===== src/rtl/fisdec_pkg.sv =====
package fisdec_pkg;
  localparam logic [7:0] FRAME_H2D   = 8'h27;
  localparam logic [7:0] OP_RD_Q     = 8'h60;
  localparam logic [7:0] OP_WR_Q     = 8'h61;
  localparam logic [7:0] OP_RD_EXT   = 8'h25;
  localparam logic [7:0] OP_WR_EXT   = 8'h35;
  localparam logic [7:0] OP_RD_28    = 8'hC8;
  localparam logic [7:0] OP_WR_28    = 8'hCA;
  localparam logic [7:0] OP_FLUSH    = 8'hE7;
  localparam logic [7:0] OP_FLUSH_X  = 8'hEA;

  typedef enum logic [2:0] {
    CLS_QUEUED = 3'd0,
    CLS_EXT48  = 3'd1,
    CLS_LBA28  = 3'd2,
    CLS_FLUSH  = 3'd3,
    CLS_OTHER  = 3'd4
  } cmd_class_t;
endpackage


===== src/rtl/fisdec_capture.sv =====
module fisdec_capture #(
  parameter int NBYTES  = 20,
  parameter int IDX_W   = 5,
  parameter int FLAGS_W = 16
) (
  input  logic                  clk,
  input  logic                  rst,
  input  logic                  in_valid,
  input  logic [IDX_W-1:0]      in_idx,
  input  logic [7:0]            in_data,
  input  logic                  in_last,
  input  logic [FLAGS_W-1:0]    in_flags,
  output logic [NBYTES*8-1:0]   frame_q,
  output logic [FLAGS_W-1:0]    flags_q,
  output logic                  done_q
);
  logic start_frame;
  assign start_frame = in_valid && (in_idx == '0);

  // One register per byte slot; index 0 restarts the frame.
  for (genvar g = 0; g < NBYTES; g++) begin : g_slot
    always_ff @(posedge clk) begin
      if (rst)
        frame_q[g*8 +: 8] <= '0;
      else if (in_valid && (in_idx == IDX_W'(g)))
        frame_q[g*8 +: 8] <= in_data;
      else if (start_frame)
        frame_q[g*8 +: 8] <= '0;
    end
  end

  always_ff @(posedge clk) begin
    if (rst) begin
      flags_q <= '0;
      done_q  <= 1'b0;
    end else begin
      done_q <= in_valid && in_last;
      if (in_valid && in_last)
        flags_q <= in_flags;
    end
  end


  restart_clears_chk: assert property (@(posedge clk) disable iff (rst)
    (in_valid && in_idx == '0 && in_data == 8'h00) |=> (frame_q == '0));
endmodule


===== src/rtl/fisdec_classify.sv =====
module fisdec_classify
  import fisdec_pkg::*;
(
  input  logic [7:0] op,
  output cmd_class_t cls,
  output logic       wr
);
  always_comb begin
    unique case (op)
      OP_RD_Q, OP_WR_Q:       cls = CLS_QUEUED;
      OP_RD_EXT, OP_WR_EXT:   cls = CLS_EXT48;
      OP_RD_28, OP_WR_28:     cls = CLS_LBA28;
      OP_FLUSH, OP_FLUSH_X:   cls = CLS_FLUSH;
      default:                cls = CLS_OTHER;
    endcase
  end

  assign wr = (op == OP_WR_Q) || (op == OP_WR_EXT) || (op == OP_WR_28);
endmodule


===== src/rtl/fisdec_fields.sv =====
module fisdec_fields
  import fisdec_pkg::*;
#(
  parameter int NBYTES = 20,
  parameter int LBA_W  = 48,
  parameter int CNT_W  = 16
) (
  input  logic [NBYTES*8-1:0] frame,
  input  cmd_class_t          cls,
  output logic [LBA_W-1:0]    lba,
  output logic [CNT_W-1:0]    cnt,
  output logic                cnt_zero
);
  function automatic logic [7:0] byte_at(input int i);
    return frame[i*8 +: 8];
  endfunction

  logic [LBA_W-1:0] lba_wide, lba_short;
  logic [CNT_W-1:0] cnt_split, cnt_ext, cnt_short;

  assign lba_wide  = LBA_W'({byte_at(10), byte_at(9), byte_at(8),
                             byte_at(6), byte_at(5), byte_at(4)});
  assign lba_short = LBA_W'({byte_at(7)[3:0], byte_at(6), byte_at(5), byte_at(4)});
  assign cnt_split = CNT_W'({byte_at(11), byte_at(3)});
  assign cnt_ext   = CNT_W'({byte_at(13), byte_at(12)});
  assign cnt_short = CNT_W'(byte_at(12));

  always_comb begin
    case (cls)
      CLS_QUEUED: begin lba = lba_wide;  cnt = cnt_split; end
      CLS_EXT48:  begin lba = lba_wide;  cnt = cnt_ext;   end
      default:    begin lba = lba_short; cnt = cnt_short; end
    endcase
    cnt_zero = (cls == CLS_QUEUED || cls == CLS_EXT48 || cls == CLS_LBA28)
               && (cnt == '0);
  end
endmodule


===== src/rtl/fis_cmd_decoder.sv =====
module fis_cmd_decoder
  import fisdec_pkg::*;
#(
  parameter int NBYTES  = 20,
  parameter int IDX_W   = 5,
  parameter int FLAGS_W = 16,
  parameter int CFL_W   = 5,
  parameter int LBA_W   = 48,
  parameter int CNT_W   = 16
) (
  input  logic               clk,
  input  logic               rst,
  input  logic               in_valid,
  input  logic [IDX_W-1:0]   in_idx,
  input  logic [7:0]         in_data,
  input  logic               in_last,
  input  logic [FLAGS_W-1:0] hdr_flags,
  output logic               dec_valid,
  output logic               dec_err,
  output logic               is_cmd,
  output logic               soft_reset,
  output logic [2:0]         cmd_class,
  output logic [7:0]         opcode,
  output logic [LBA_W-1:0]   lba,
  output logic [CNT_W-1:0]   sect_count,
  output logic               count_zero,
  output logic               is_write,
  output logic [CFL_W+1:0]   fis_len
);
  localparam int LEN_W = CFL_W + 2;

  logic [NBYTES*8-1:0] frame;
  logic [FLAGS_W-1:0]  flags;
  logic                frame_done;
  cmd_class_t          cls_c;
  logic                wr_c;
  logic [LBA_W-1:0]    lba_c;
  logic [CNT_W-1:0]    cnt_c;
  logic                cz_c;

  fisdec_capture #(.NBYTES(NBYTES), .IDX_W(IDX_W), .FLAGS_W(FLAGS_W)) u_cap (
    .clk(clk), .rst(rst), .in_valid(in_valid), .in_idx(in_idx),
    .in_data(in_data), .in_last(in_last), .in_flags(hdr_flags),
    .frame_q(frame), .flags_q(flags), .done_q(frame_done)
  );

  fisdec_classify u_cls (.op(frame[23:16]), .cls(cls_c), .wr(wr_c));

  fisdec_fields #(.NBYTES(NBYTES), .LBA_W(LBA_W), .CNT_W(CNT_W)) u_fld (
    .frame(frame), .cls(cls_c), .lba(lba_c), .cnt(cnt_c), .cnt_zero(cz_c)
  );

  logic type_ok, cmd_bit, srst_bit;
  assign type_ok  = (frame[7:0] == FRAME_H2D);
  assign cmd_bit  = frame[15];
  assign srst_bit = frame[15*8 + 2];

  always_ff @(posedge clk) begin
    if (rst) begin
      dec_valid  <= 1'b0;
      dec_err    <= 1'b0;
      is_cmd     <= 1'b0;
      soft_reset <= 1'b0;
      cmd_class  <= CLS_OTHER;
      opcode     <= '0;
      lba        <= '0;
      sect_count <= '0;
      count_zero <= 1'b0;
      is_write   <= 1'b0;
      fis_len    <= '0;
    end else begin
      dec_valid <= frame_done && type_ok;
      dec_err   <= frame_done && !type_ok;
      if (frame_done && type_ok) begin
        is_cmd  <= cmd_bit;
        fis_len <= LEN_W'({flags[CFL_W-1:0], 2'b00});
        if (cmd_bit) begin
          soft_reset <= 1'b0;
          cmd_class  <= cls_c;
          opcode     <= frame[23:16];
          lba        <= lba_c;
          sect_count <= cnt_c;
          count_zero <= cz_c;
          is_write   <= wr_c;
        end else begin
          soft_reset <= srst_bit;
          cmd_class  <= CLS_OTHER;
          opcode     <= '0;
          lba        <= '0;
          sect_count <= '0;
          count_zero <= 1'b0;
          is_write   <= 1'b0;
        end
      end
    end
  end


  err_excl_chk: assert property (@(posedge clk) disable iff (rst)
    dec_err |-> (!dec_valid && $stable(lba) && $stable(cmd_class) && $stable(fis_len)));

  hold_fields_chk: assert property (@(posedge clk) disable iff (rst)
    !dec_valid |-> ($stable(lba) && $stable(sect_count) && $stable(opcode) && $stable(is_cmd)));

  pulse_timing_chk: assert property (@(posedge clk) disable iff (rst)
    (dec_valid || dec_err) |-> $past(frame_done));

  ctrl_fields_chk: assert property (@(posedge clk) disable iff (rst)
    (dec_valid && !is_cmd) |-> (cmd_class == 3'd4 && lba == '0 && !is_write && !count_zero));

  cmd_no_srst_chk: assert property (@(posedge clk) disable iff (rst)
    is_cmd |-> !soft_reset);

  zero_flag_chk: assert property (@(posedge clk) disable iff (rst)
    count_zero |-> (sect_count == '0 && cmd_class <= 3'd2));

  write_class_chk: assert property (@(posedge clk) disable iff (rst)
    is_write |-> (cmd_class <= 3'd2));
endmodule


===== config.mk =====
export PLATFORM = sky130hd
export DESIGN_NAME = fis_cmd_decoder
export DESIGN_NICKNAME = d
export VERILOG_FILES = /design/src/rtl/fisdec_pkg.sv /design/src/rtl/fisdec_capture.sv /design/src/rtl/fisdec_classify.sv /design/src/rtl/fisdec_fields.sv /design/src/rtl/fis_cmd_decoder.sv
export SDC_FILE = /design/constraint.sdc
export NUM_CORES = 1
export LEC_CHECK = 0
export BUFFER_PORTS_ARGS = -buffer_cell sky130_fd_sc_hd__buf_2
export CAP_MARGIN = 20
export CORE_MARGIN = 2
export CORE_UTILIZATION = 55
export DETAILED_ROUTE_END_ITERATION = 7
export PLACE_DENSITY = 0.78
export SLEW_MARGIN = 0
export SYNTH_ARGS = -nofsm -noshare
export SYNTH_HDL_FRONTEND = slang
export SYNTH_SLANG_ARGS = --single-unit

===== constraint.sdc =====
create_clock -name clk -period 6.2 [get_ports clk]
set_clock_uncertainty 0.15 [all_clocks]
set_input_delay 0 -clock clk [delete_from_list [all_inputs] [get_ports clk]]
set_output_delay 0 -clock clk [all_outputs]
set_load 0.01 [all_outputs]

## Yosys cells after proc, flatten, opt, wreduce, memory -nomap -nowiden

Cells that the tools add are included.

- Register bits: 203
- Input bits: 33
- Output and inout port bits: 88
- Word-level logic and storage cells: 124

- Eq/ne operators: 25
- Multiplexer cells: 25
- Reductions and logical operators: 46

Operator list:

| cell | count |
|---|---|
| 2-to-1 mux 8 bit | 14 |
| 2-to-1 mux 48 bit | 2 |
| equality test 5 x 4 -> 1 bit, second input constant | 7 |
| equality test 8 bit, second input constant | 4 |
| case mux 16 bit (2 select lines) | 1 |
| nonzero test 2 bit | 14 |
| equality test 8 x 6 -> 1 bit, second input constant | 3 |
| equality test 5 x 3 -> 1 bit, second input constant | 4 |
| logical AND 1 bit | 19 |
| equality test 8 x 7 -> 1 bit, second input constant | 2 |
| logical NOT 16 bit | 1 |
| 2-to-1 mux 16 bit | 1 |
| case mux 3 bit (4 select lines) | 1 |
| equality test 5 x 2 -> 1 bit, second input constant | 2 |
| OR reduction 2 bit | 5 |
| 2-to-1 mux 3 bit | 2 |
| equality test 5 x 1 -> 1 bit, second input constant | 1 |
| logical NOT 5 bit | 1 |
| logical OR 1 bit | 4 |
| 2-to-1 mux 4 bit | 1 |
| equality test 3 x 1 -> 1 bit, second input constant | 1 |
| equality test 3 x 2 -> 1 bit, second input constant | 1 |
| logical NOT 3 bit | 1 |
| 2-to-1 mux 1 bit | 3 |
| logical NOT 1 bit | 1 |

## Depth between registers and ports, before layout

- Depth after elaboration: 8
- Gate-level depth with buffers: 8
- Depth with buffers taken out: 5

## By module

Synthesis repeated with hierarchy kept, for this count alone.

- Cells, all modules: 1,231
- Area, all modules: 11,681.2 µm²

By module, submodules not included:

| module | times used | cells each | area an instance (µm²) | sequential area each (µm²) |
|---|---|---|---|---|
| fisdec_capture | 1 | 717 | 6,875.3 | 3,543.4 |
| fis_cmd_decoder | 1 | 387 | 3,957.5 | 1,721.7 |
| fisdec_fields | 1 | 104 | 701.9 | 0.0 |
| fisdec_classify | 1 | 23 | 146.4 | 0.0 |

## Worst setup path after synthesis

No wires, ideal clock.

- Kind: reg2reg
- From: reg u_cap.frame_q[23]
- To: reg count_zero
- Library setup time: 0.087 ns
- Arrival time: 1.758 ns
- Data required time: 5.963 ns
- Slack: 4.205 ns
- Cell stages (with the launch flop): 6
- Path buffers: 0
- Cells stage by stage: dfxtp_1 or4b_4 a21oi_2 o21ai_1 or4b_1 o31ai_1

- Word-level cells in the longest chain between the ends: 8
- Elaborated cells on any way between the ends: 22
- Classes of those cells: eq/ne (10); mux (3); reduce/logical (9)

RTL lines:

| what | RTL line | source |
|---|---|---|
| start: declaration | fisdec_capture.sv:13 | `output logic [NBYTES*8-1:0] frame_q,` |
| start signal: indexed assignment | fisdec_capture.sv:26 | `frame_q[g*8 +: 8] <= in_data;` |
| equality test 8 bit, or another cell as far along | fisdec_classify.sv:9 | `unique case (op)` |
| OR reduction 2 bit | fisdec_classify.sv:9 |  |
| case mux 3 bit (4 select lines) * | fisdec_classify.sv:9 |  |
| equality test 3 x 1 -> 1 bit / logical NOT 3 bit (equally long branches) | fisdec_fields.sv:29, fisdec_fields.sv:34 |  |
| case mux 16 bit (2 select lines) / logical OR 1 bit (equally long branches) | fisdec_fields.sv:29, fisdec_fields.sv:34 |  |
| logical NOT 16 bit / logical OR 1 bit (equally long branches) | fisdec_fields.sv:35, fisdec_fields.sv:34 |  |
| logical AND 1 bit * | fisdec_fields.sv:35 | `&& (cnt == '0);` |
| 2-to-1 mux 1 bit * | fis_cmd_decoder.sv:77 | `if (cmd_bit) begin` |
| end signal: assignment | fis_cmd_decoder.sv:83 | `count_zero <= cz_c;` |
| end: declaration | fis_cmd_decoder.sv:26 | `output logic count_zero,` |

Every way passes the cells marked *; elsewhere a longest branch is shown, timed or not.
A chain may end at the register's enable or synchronous reset.

## Worst setup path in the final report

- From: in rst
- To: reg u_cap.frame_q[15]

RTL lines:

| what | RTL line | source |
|---|---|---|
| start: declaration | fis_cmd_decoder.sv:12 | `input logic rst,` |

No word-level cell between the ends.

==> impl_metrics.py <==
metrics = {
    "run_status": {
        "status": "finished clean",
    },
    "power": {
        "seq_power_share_pct": 52.3,
        "power_density_nw_per_um2": 269,
        "comb_power_share_pct": 3.9,
        "peakVddDrop_mv": 0.272,
        "p_sw_uw": 517,
        "swShare_pct": 21.5,
        "p_leak_nw": 3.30,
        "clkPwrFrac_pct": 43.8,
        "p_int_mw": 1.89,
    },
    "global_routing": {
        "met1_usage_pct": 36.1,
        "globalRouteTotalUtil_pct": 27.5,
        "grt_pass1_wl_microns": 32200,
        "antenna_found_initial": 0,
        "use_met3_pct": 7.00,
        "grtUsageMet2_pct": 44.5,
        "grt_max_degree": 92,
        "grt.overflow.total": 0,
        "grt.busiest_layer": "met2",
        "first_global_vias": 6382,
    },
    "timing": {
        "whs_ns": 0.0751,
        "slew_headroom_pct": 36.2,
        "max_clock_freq_mhz": 348,
        "setup_viol": 0,
        "period_share_pct": 46.4,
        "rsz0062_at_grt": "no",
        "tightestPinTransition_ns": 0.949,
        "maxSlewViolCount": 0,
        "setup-tns-final_ns": 0,
        "finalCriticalPeriod_ns": 2.88,
        "hold_violations": 0,
    },
    "critical_path": {
        "critical_path_arrival_ns": 3.03,
        "cp.required_ns": 6.36,
        "startpoint_type": "input port",
        "critical_path.slowest_cell": "buf_4",
        "path_max_fanout": 91,
        "cp-end-kind": "flop",
        "crit_top_cell": "buf_4",
        "worstPathCellList": "dlygate4sd3_1 -> buf_4 -> buf_4 -> buf_4 -> a21oi_1 -> dlygate4sd3_1",
        "ff2ff_path_depth": 6,
        "max_stage_delay_ns": 0.76,
        "crit_type": "input port to flop",
    },
    "clocking": {
        "htree_levels": 4,
        "cts-root-buf": "clkbuf_16",
        "cts_setup_buffers": 0,
        "clock_latency_ns": 0.43,
        "cts_max_path_buffers": 2,
        "cts.sinks": 194,
        "cts_tree": "done",
        "numCtsBuffers": 17,
        "clkTransAtPathRegs_ns": 0.06,
    },
    "finish": {
        "ff_latch_area_sq_um": 3880,
        "drive_above_1_share_pct": 15.4,
        "mostFrequentLayoutCell": "dfxtp_1",
        "multiInputGateArea_sq_um": 3340,
        "area_growth_pct": 18.7,
        "nNetsFinal": 1044,
        "fillers": 1075,
        "instances_no_fill": 1197,
        "mostFrequentLayoutCells": "194 x dfxtp_1, 169 x nand2_1, 159 x a21oi_1, 132 x nand3_1, 106 x buf_2",
        "antenna_cells": 0,
    },
    "placement": {
        "post-dp-hpwl_microns": 11600,
        "port_buffers": 107,
        "dp.cells": 1136,
        "gp_congestion": 0.824,
    },
    "drt": {
        "drtPass1Iterations": 6,
        "detail_route.vias_per_cell": 5.81,
        "ant_nets": 0,
        "via_count": 6949,
        "drt_iter0_drc": 623,
        "wirelength_microns": 20200,
        "drc": 0,
        "wire_per_inst_microns": 16.8,
    },
    "synth": {
        "syn_area_per_cell_sq_um": 8.14,
        "yosysTopAreaCell": "dfxtp_1",
        "ys_types": 47,
        "synth_edf_count": 0,
        "synth_top_area_share_pct": 51.5,
        "async_flop_share_pct": 0,
        "ys_top_cells_by_area": "dfxtp_1 52%, a21oi_1 11%, nand3_1 8.8%",
        "synth_area_sq_um": 7540,
        "synth_cells": 926,
        "synth_flop_cell": "dfxtp_1",
        "yosys_warnings": 0,
        "ys_seq_elements": 194,
        "ys_seq_area_share_pct": 51.5,
    },
    "die": {
        "num_io_pins": 121,
        "core_sq_um": 13300,
        "die_w_microns": 121,
        "rows": 42,
        "dieArea_sq_um": 14700,
        "initial_core_util_pct": 56.7,
        "die_h_microns": 121,
    },
    "hold_path": {
        "min_path_cells": 5,
        "hold_path_class": "input port to flop",
    },
    "run": {
        "maxCapViolCount": 0,
    },
}
-- flip-flops by register name, indices dropped and copies added, names as in the netlist --
signal         flops
dec_valid          1
lba               48
cmd_class          3
is_cmd             1
soft_reset         1
dec_err            1
u_cap.done_q       1
is_write           1
sect_count        16
u_cap.frame_q    102
opcode             8
u_cap.flags_q      5
fis_len            5
count_zero         1
-- power by group through the flow --
stage	combinational (mW)	clock, mW	sequential (mW)
global placement	0.0767	0	1.28
detailed placement	0.0767	0	1.28
floorplan	0.0516	0	1.28
finish	0.0938	1.05	1.26
global route	0.0994	1.11	1.26
CTS	0.0905	1.06	1.26
-- routing by layer --
layer	part of all wire [%]	routed length, microns	vias up
met1	42	8480	3250
met5	0	0	-
li1	-	-	3382
met4	1.6	332	0
met3	8.4	1690	36
met2	48	9660	281
-- cell type report --
class | instances | share of cell area, %
Multi-Input combinational cell | 644 | 37.3
Clock buffer | 23 | 5.23
Sequential cell | 194 | 43.4
Inverter | 4 | 0.168
Clock inverter | 6 | 0.923
Timing Repair Buffer | 150 | 10.6
Tap cell | 176 | 2.46
-- critical path: cells and delay by family --
family	cells	cell delay, ns
buf+inv	5	2.91
compound gates	1	0.06
-- cells by family (layout without fill, tap and decap cells) --
logic type | count (synthesis) | in the layout | share of synthesized area [%]
muxes | 12 | 12 | 1.59
and+or+nand+nor | 414 | 414 | 25.8
DFF | 194 | 194 | 51.5
AOI/OAI and AO/OA | 216 | 216 | 16.4
buffers and inverters | 89 | 183 | 4.61
other | 1 | 2 | 0.0497
-- final timing paths --
check / from / end / slack (ns)
hold reg to reg: lba[15]$_SDFFE_PP0P_ / lba[15]$_SDFFE_PP0P_ / 0.30
setup / recovery: rst / u_cap.frame_q[15]$_SDFFE_PP0P_ / 3.32
hold / removal: in_valid / u_cap.frame_q[122]$_SDFFE_PP0P_ / 0.08
setup reg to reg: u_cap.frame_q[23]$_SDFFE_PP0P_ / lba[33]$_SDFFE_PP0P_ / 3.47
-- synthesized netlist by cell type (6+ instances only) --
cell type  count
a21oi_1      159
a22oi_1       28
a2bb2oi_1     13
buf_1          9
clkbuf_1      69
dfxtp_1      194
mux2i_1       12
nand2_1      169
nand2b_1       6
nand3_1      133
nor2_1        47
nor3_1        15
or4_1         10
-- what timing repair did --
item / in CTS / in global routing
resized for setup: 0 / 0
hold endpoints to repair: 124 / 0
hold buffers: 32 / 0
-- metrics by stage --
step / setup WS (ns) / cell area (sq um) / utilization, % / power, mW
floorplan: 4.20 / 7540 / - / 1.34
CTS: 3.37 / 8950 / 67.3 / 2.41
global placement: 3.35 / 8070 / 60.7 / 1.36
detailed placement: 3.55 / 8080 / 60.8 / 1.36
global route: 3.18 / 8950 / 67.3 / 2.47
finish: 3.32 / 8950 / 67.3 / 2.40
Note: power is estimated with default switching activity, not from simulation.
